**src/rtl/alu16_pkg.sv**
```systemverilog
package alu16_pkg;

    localparam int DATA_W_DEF = 16;
    localparam int OP_W       = 4;

    typedef enum logic [OP_W-1:0] {
        OP_AND = 4'h0,
        OP_OR  = 4'h1,
        OP_XOR = 4'h2,
        OP_NOT = 4'h3,
        OP_ADD = 4'h4,
        OP_MUL = 4'h5,
        OP_DIV = 4'h6,
        OP_SHL = 4'h7,
        OP_SHR = 4'h8
    } alu_op_e;

    typedef enum logic [1:0] {
        UNIT_NONE  = 2'd0,
        UNIT_LOGIC = 2'd1,
        UNIT_ARITH = 2'd2,
        UNIT_SHIFT = 2'd3
    } alu_unit_e;

    typedef struct packed {
        logic      compute;
        alu_unit_e unit;
    } alu_route_t;

    function automatic alu_route_t route_of(input logic [OP_W-1:0] code);
        alu_route_t r;
        r.compute = (code <= OP_SHR);
        unique case (code)
            OP_AND, OP_OR, OP_XOR, OP_NOT: r.unit = UNIT_LOGIC;
            OP_ADD, OP_MUL, OP_DIV:        r.unit = UNIT_ARITH;
            OP_SHL, OP_SHR:                r.unit = UNIT_SHIFT;
            default:                       r.unit = UNIT_NONE;
        endcase
        return r;
    endfunction

endpackage

```
**src/rtl/alu16_bitwise.sv**
```systemverilog
module alu16_bitwise
    import alu16_pkg::*;
#(
    parameter int DATA_W = DATA_W_DEF
) (
    input  alu_op_e           op,
    input  logic [DATA_W-1:0] a,
    input  logic [DATA_W-1:0] b,
    output logic [DATA_W-1:0] y
);

    always_comb begin
        unique case (op)
            OP_AND:  y = a & b;
            OP_OR:   y = a | b;
            OP_XOR:  y = a ^ b;
            OP_NOT:  y = ~a;
            default: y = '0;
        endcase
    end

    // The inverse must not depend on the second operand
    always_comb begin
        if (op == OP_NOT) begin
            AST_NOT_IGNORES_B: assert ((y ^ a) == {DATA_W{1'b1}})
                else $error("NOT result is not the inverse of A");
        end
    end

endmodule

```
**src/rtl/alu16_arith.sv**
```systemverilog
module alu16_arith
    import alu16_pkg::*;
#(
    parameter int DATA_W = DATA_W_DEF
) (
    input  alu_op_e           op,
    input  logic [DATA_W-1:0] a,
    input  logic [DATA_W-1:0] b,
    output logic [DATA_W-1:0] y,
    output logic              dbz
);

    logic [DATA_W-1:0] sum;
    logic [DATA_W-1:0] prod;
    logic [DATA_W-1:0] quot;
    logic              b_zero;

    assign b_zero = (b == '0);
    assign sum    = a + b;
    assign prod   = a * b;
    assign quot   = b_zero ? {DATA_W{1'b1}} : (a / b);

    always_comb begin
        dbz = 1'b0;
        unique case (op)
            OP_ADD: y = sum;
            OP_MUL: y = prod;
            OP_DIV: begin
                y   = quot;
                dbz = b_zero;
            end
            default: y = '0;
        endcase
    end

    logic [DATA_W-1:0] add_back;
    assign add_back = y - b;

    always_comb begin
        if (op == OP_ADD) begin
            AST_ADD_WRAPS: assert (add_back == a)
                else $error("ADD result minus B differs from A");
        end
        if (op == OP_DIV && !b_zero) begin
            AST_DIV_BOUND: assert (y <= a && dbz == 1'b0)
                else $error("quotient exceeds dividend");
        end
    end

endmodule

```
**src/rtl/alu16_shift.sv**
```systemverilog
module alu16_shift
    import alu16_pkg::*;
#(
    parameter int DATA_W = DATA_W_DEF
) (
    input  alu_op_e           op,
    input  logic [DATA_W-1:0] a,
    input  logic [DATA_W-1:0] b,
    output logic [DATA_W-1:0] y
);

    localparam int AMT_W = $clog2(DATA_W);

    logic              too_far;
    logic [AMT_W-1:0]  amt;
    logic [DATA_W-1:0] left_v;
    logic [DATA_W-1:0] right_v;

    generate
        if (DATA_W == (1 << AMT_W)) begin : g_pow2
            assign too_far = |(b >> AMT_W);
        end else begin : g_npow2
            assign too_far = (b >= DATA_W[DATA_W-1:0]);
        end
    endgenerate

    assign amt     = b[AMT_W-1:0];
    assign left_v  = a << amt;
    assign right_v = a >> amt;

    always_comb begin
        unique case (op)
            OP_SHL:  y = too_far ? '0 : left_v;
            OP_SHR:  y = too_far ? '0 : right_v;
            default: y = '0;
        endcase
    end

    always_comb begin
        if (op == OP_SHL && b >= DATA_W) begin
            AST_SHL_RANGE: assert (y == '0)
                else $error("left shift past width not zero");
        end
        if (op == OP_SHR && b >= DATA_W) begin
            AST_SHR_RANGE: assert (y == '0)
                else $error("right shift past width not zero");
        end
    end

endmodule

```
**src/rtl/alu16_core.sv**
```systemverilog
module alu16_core
    import alu16_pkg::*;
#(
    parameter int DATA_W = DATA_W_DEF
) (
    input  logic [OP_W-1:0]   op_code,
    input  logic [DATA_W-1:0] operand_a,
    input  logic [DATA_W-1:0] operand_b,
    output logic [DATA_W-1:0] result,
    output logic              alu_valid,
    output logic              div_by_zero
);

    alu_route_t        route;
    alu_op_e           op;
    logic [DATA_W-1:0] y_logic;
    logic [DATA_W-1:0] y_arith;
    logic [DATA_W-1:0] y_shift;
    logic              arith_dbz;

    assign route = route_of(op_code);
    assign op    = alu_op_e'(op_code);

    alu16_bitwise #(.DATA_W(DATA_W)) u_bitwise (
        .op (op),
        .a  (operand_a),
        .b  (operand_b),
        .y  (y_logic)
    );

    alu16_arith #(.DATA_W(DATA_W)) u_arith (
        .op  (op),
        .a   (operand_a),
        .b   (operand_b),
        .y   (y_arith),
        .dbz (arith_dbz)
    );

    alu16_shift #(.DATA_W(DATA_W)) u_shift (
        .op (op),
        .a  (operand_a),
        .b  (operand_b),
        .y  (y_shift)
    );

    always_comb begin
        unique case (route.unit)
            UNIT_LOGIC: result = y_logic;
            UNIT_ARITH: result = y_arith;
            UNIT_SHIFT: result = y_shift;
            default:    result = '0;
        endcase
    end

    assign alu_valid   = route.compute;
    assign div_by_zero = route.compute & arith_dbz;

    always_comb begin
        if (!alu_valid) begin
            AST_IDLE_ZERO: assert (result == '0 && !div_by_zero)
                else $error("non-compute opcode leaked a value");
        end
        if (div_by_zero) begin
            AST_DBZ_SAT: assert (alu_valid && result == {DATA_W{1'b1}} && operand_b == '0)
                else $error("divide-by-zero result malformed");
        end
    end

endmodule

```
**config.mk**
```make
export PLATFORM = sky130hd
export DESIGN_NAME = alu16_core
export DESIGN_NICKNAME = d
export VERILOG_FILES = /design/src/rtl/alu16_pkg.sv /design/src/rtl/alu16_bitwise.sv /design/src/rtl/alu16_arith.sv /design/src/rtl/alu16_shift.sv /design/src/rtl/alu16_core.sv
export SDC_FILE = /design/constraint.sdc
export NUM_CORES = 1
export LEC_CHECK = 0
export BUFFER_PORTS_ARGS = -buffer_cell sky130_fd_sc_hd__clkbuf_2
export CORE_ASPECT_RATIO = 1.1
export CORE_UTILIZATION = 55
export DETAILED_ROUTE_END_ITERATION = 10
export PLACE_DENSITY = 0.72
export SETUP_SLACK_MARGIN = 0.5
export SLEW_MARGIN = 20
export SYNTH_ARGS = -nofsm -noshare
export SYNTH_HDL_FRONTEND = slang
export SYNTH_HIERARCHICAL = 1
export SYNTH_SLANG_ARGS = --single-unit
```
**constraint.sdc**
```tcl
create_clock -name vclk -period 96.5
set_clock_uncertainty 0.15 [all_clocks]
set_input_delay 19.3 -clock vclk [all_inputs]
set_output_delay 19.3 -clock vclk [all_outputs]
set_load 0.01 [all_outputs]
```
==> metrics.csv <==
metric,value,unit
track_usage,0.363,
maxSlewViolCount,0,
worstHoldEndpoint,result[13],
relSlewSlack,0.308,
power.internal,79.4,µW
yosysTopAreaCell,ha_1,
drt_wl_total,50.3,mm
max-vdd-ir-drop,20.6,µV
drt_first_pass_iters,7,
outcome,"complete, no violations",
vias_per_cell,6.57,
hold_buffers,0,
finalWeightedCongestion,1.01,
comb_power_share,1.000,
cp.required,77.05,ns
max_freq,14.1,MHz
max-cap-violations,0,
io_pins,54,
rsz0062_at_grt,no,
start_util,0.561,
grt_overflow,0,
yosys-top-cells-area,"ha_1 20%, fa_1 11%, nand2_1 5.1%",
crit_fanout,55,
end_kind,output pin,
multi_input_area,0.0135,mm²
seqPwrFrac,0,
setup_violations,0,
portBuffers,54,
p_leak,0.00709,µW
syn_nets,2364,
synth.most_common_cell,ha_1,
tns,0,ns
timing.final.crit_share,0.737,
synth_top_cell_area_share,0.201,
dieArea,0.0274,mm²
num-clock-buffers,0,
synth-seq-area-share,0,
finalHoldViolations,0,
regArea,0,µm²
finalCriticalPeriod,71.12,ns
finalInstanceArea,0.0151,mm²
critical_path.slowest_cell,o21ai_2,
p_clk_frac,0,
area_growth_syn_to_layout,2.92,%
cts_resized,0,
cp-start-kind,input port,
synthCells,2011,
worstHoldPathCells,3,
cp.arrival,51.67,ns
std_cell_rows,62,
drc,0,
yosys-top-cells-count,"236 x ha_1, 201 x nand2_1, 198 x inv_1, 169 x nor2_1, 143 x a21oi_1",
powerDensity,12.4,mW/mm²
wire_per_inst,21.4,µm
switching_power,109,µW
worstSetupPathType,input port to output pin,
vias,15400,
antenna_left,0,
hp-class,input port to output pin,
nNetsFinal,2351,
postPlaceCellArea,0.0151,mm²
fp.dieH,174,µm
critical_path.most_common_cell,a21oi_1,
cts_setup_buffers,0,
syn-cell-area,0.0147,mm²
grt_start_max_net_pins,69,
die_x,158,µm
synth_cell_types,95,
fillCellCount,2559,
dp_hpwl,37.8,mm
antenna_cells,0,
drive_above_1_share,0.0917,
antenna_found_initial,1,
grt_pass1_vias,14600,
switching_share,0.578,
seq_cell_count,0,
fp.coreArea,0.0262,mm²
grt_pass1_wl,78.4,mm
yosysWarnings,6,
first_iter_violations,1631,
tightest_slew,1.04,ns
cpPeakStageDelay,0.84,ns
hp-start,op_code[3],
avgSynthCellArea,7.32,µm²
==> power by group through the flow <==
stage / Combinational, µW / Sequential, µW / Clock [µW]
finish: 188 / 0 / 0
global placement: 179 / 0 / 0
global route: 208 / 0 / 0
floorplan: 141 / 0 / 0
detailed placement: 182 / 0 / 0
CTS: 184 / 0 / 0
==> layer usage <==
layer  global-route usage  routed length [µm]
met5                    0                  11
met4                0.145                2370
met3               0.0508                4570
met2                0.592               22600
met1                0.478               20700
==> cell type report <==
cell class         count  area share
inverters            200      0.0496
multi-input cells   1723       0.894
well taps            352      0.0291
repair buffers        73      0.0273
==> metrics by stage <==
stage | worst slack (ns) | utilization | total power [µW] | hold slack (ns) | cells
floorplan | 31.55 | - | 141 | 38.66 | 2011
detailed placement | 25.95 | 0.578 | 182 | 39.11 | 2348
global route | 22.73 | 0.578 | 208 | 39.18 | 2348
finish | 25.38 | 0.578 | 188 | 39.14 | 2348
CTS | 25.87 | 0.578 | 184 | 39.11 | 2348
global placement | 26.74 | 0.577 | 179 | 39.10 | 2348
==> placed cells by master (no fill, tap or decap), types with 29 or more instances in the layout <==
master / Yosys / final
nor3_1: 40 / 40
nand2_1: 201 / 201
fa_1: 81 / 81
inv_1: 198 / 198
o21ai_0: 113 / 111
xor2_1: 42 / 42
ha_1: 236 / 236
clkbuf_2: 0 / 54
o21a_1: 30 / 30
o22ai_1: 29 / 29
a21oi_1: 143 / 143
and2_1: 31 / 31
xnor2_1: 75 / 75
nor2_1: 169 / 169
nor2b_1: 29 / 29
mux2_2: 34 / 34
nand3_1: 41 / 41
a21o_1: 33 / 33
mux2i_1: 49 / 49
==> cell families (layout without fill, tap and decap cells) <==
family          Yosys count  count (layout)  synth area share
fa+ha+maj               317             317             0.311
compound gates          550             550             0.252
xor+xnor                117             117            0.0696
simple gates            646             646             0.214
mux                      93              93            0.0724
buf+inv                 288             273            0.0812
==> how the worst max path moves through the flow <==
| stage | start | endpoint | slack, ns |
|---|---|---|---|
| finish | operand_b[0] | result[0] | 25.38 |
| global route | operand_b[0] | result[0] | 22.73 |
| CTS | operand_b[0] | result[0] | 25.87 |
| detailed placement | operand_b[0] | result[0] | 25.95 |
| global placement | operand_b[0] | result[0] | 26.74 |
| floorplan | operand_b[5] | result[0] | 31.55 |
==> worst max-delay path, delay by kind of cell <==
family | cells | cell delay (ns)
and+or+nand+nor | 24 | 4.87
adders and majority gates | 16 | 5.36
buffers and inverters | 11 | 2.03
AOI/OAI and AO/OA | 66 | 18.81
muxes | 4 | 1.24
No activity file was read; power rests on OpenSTA's default activity.
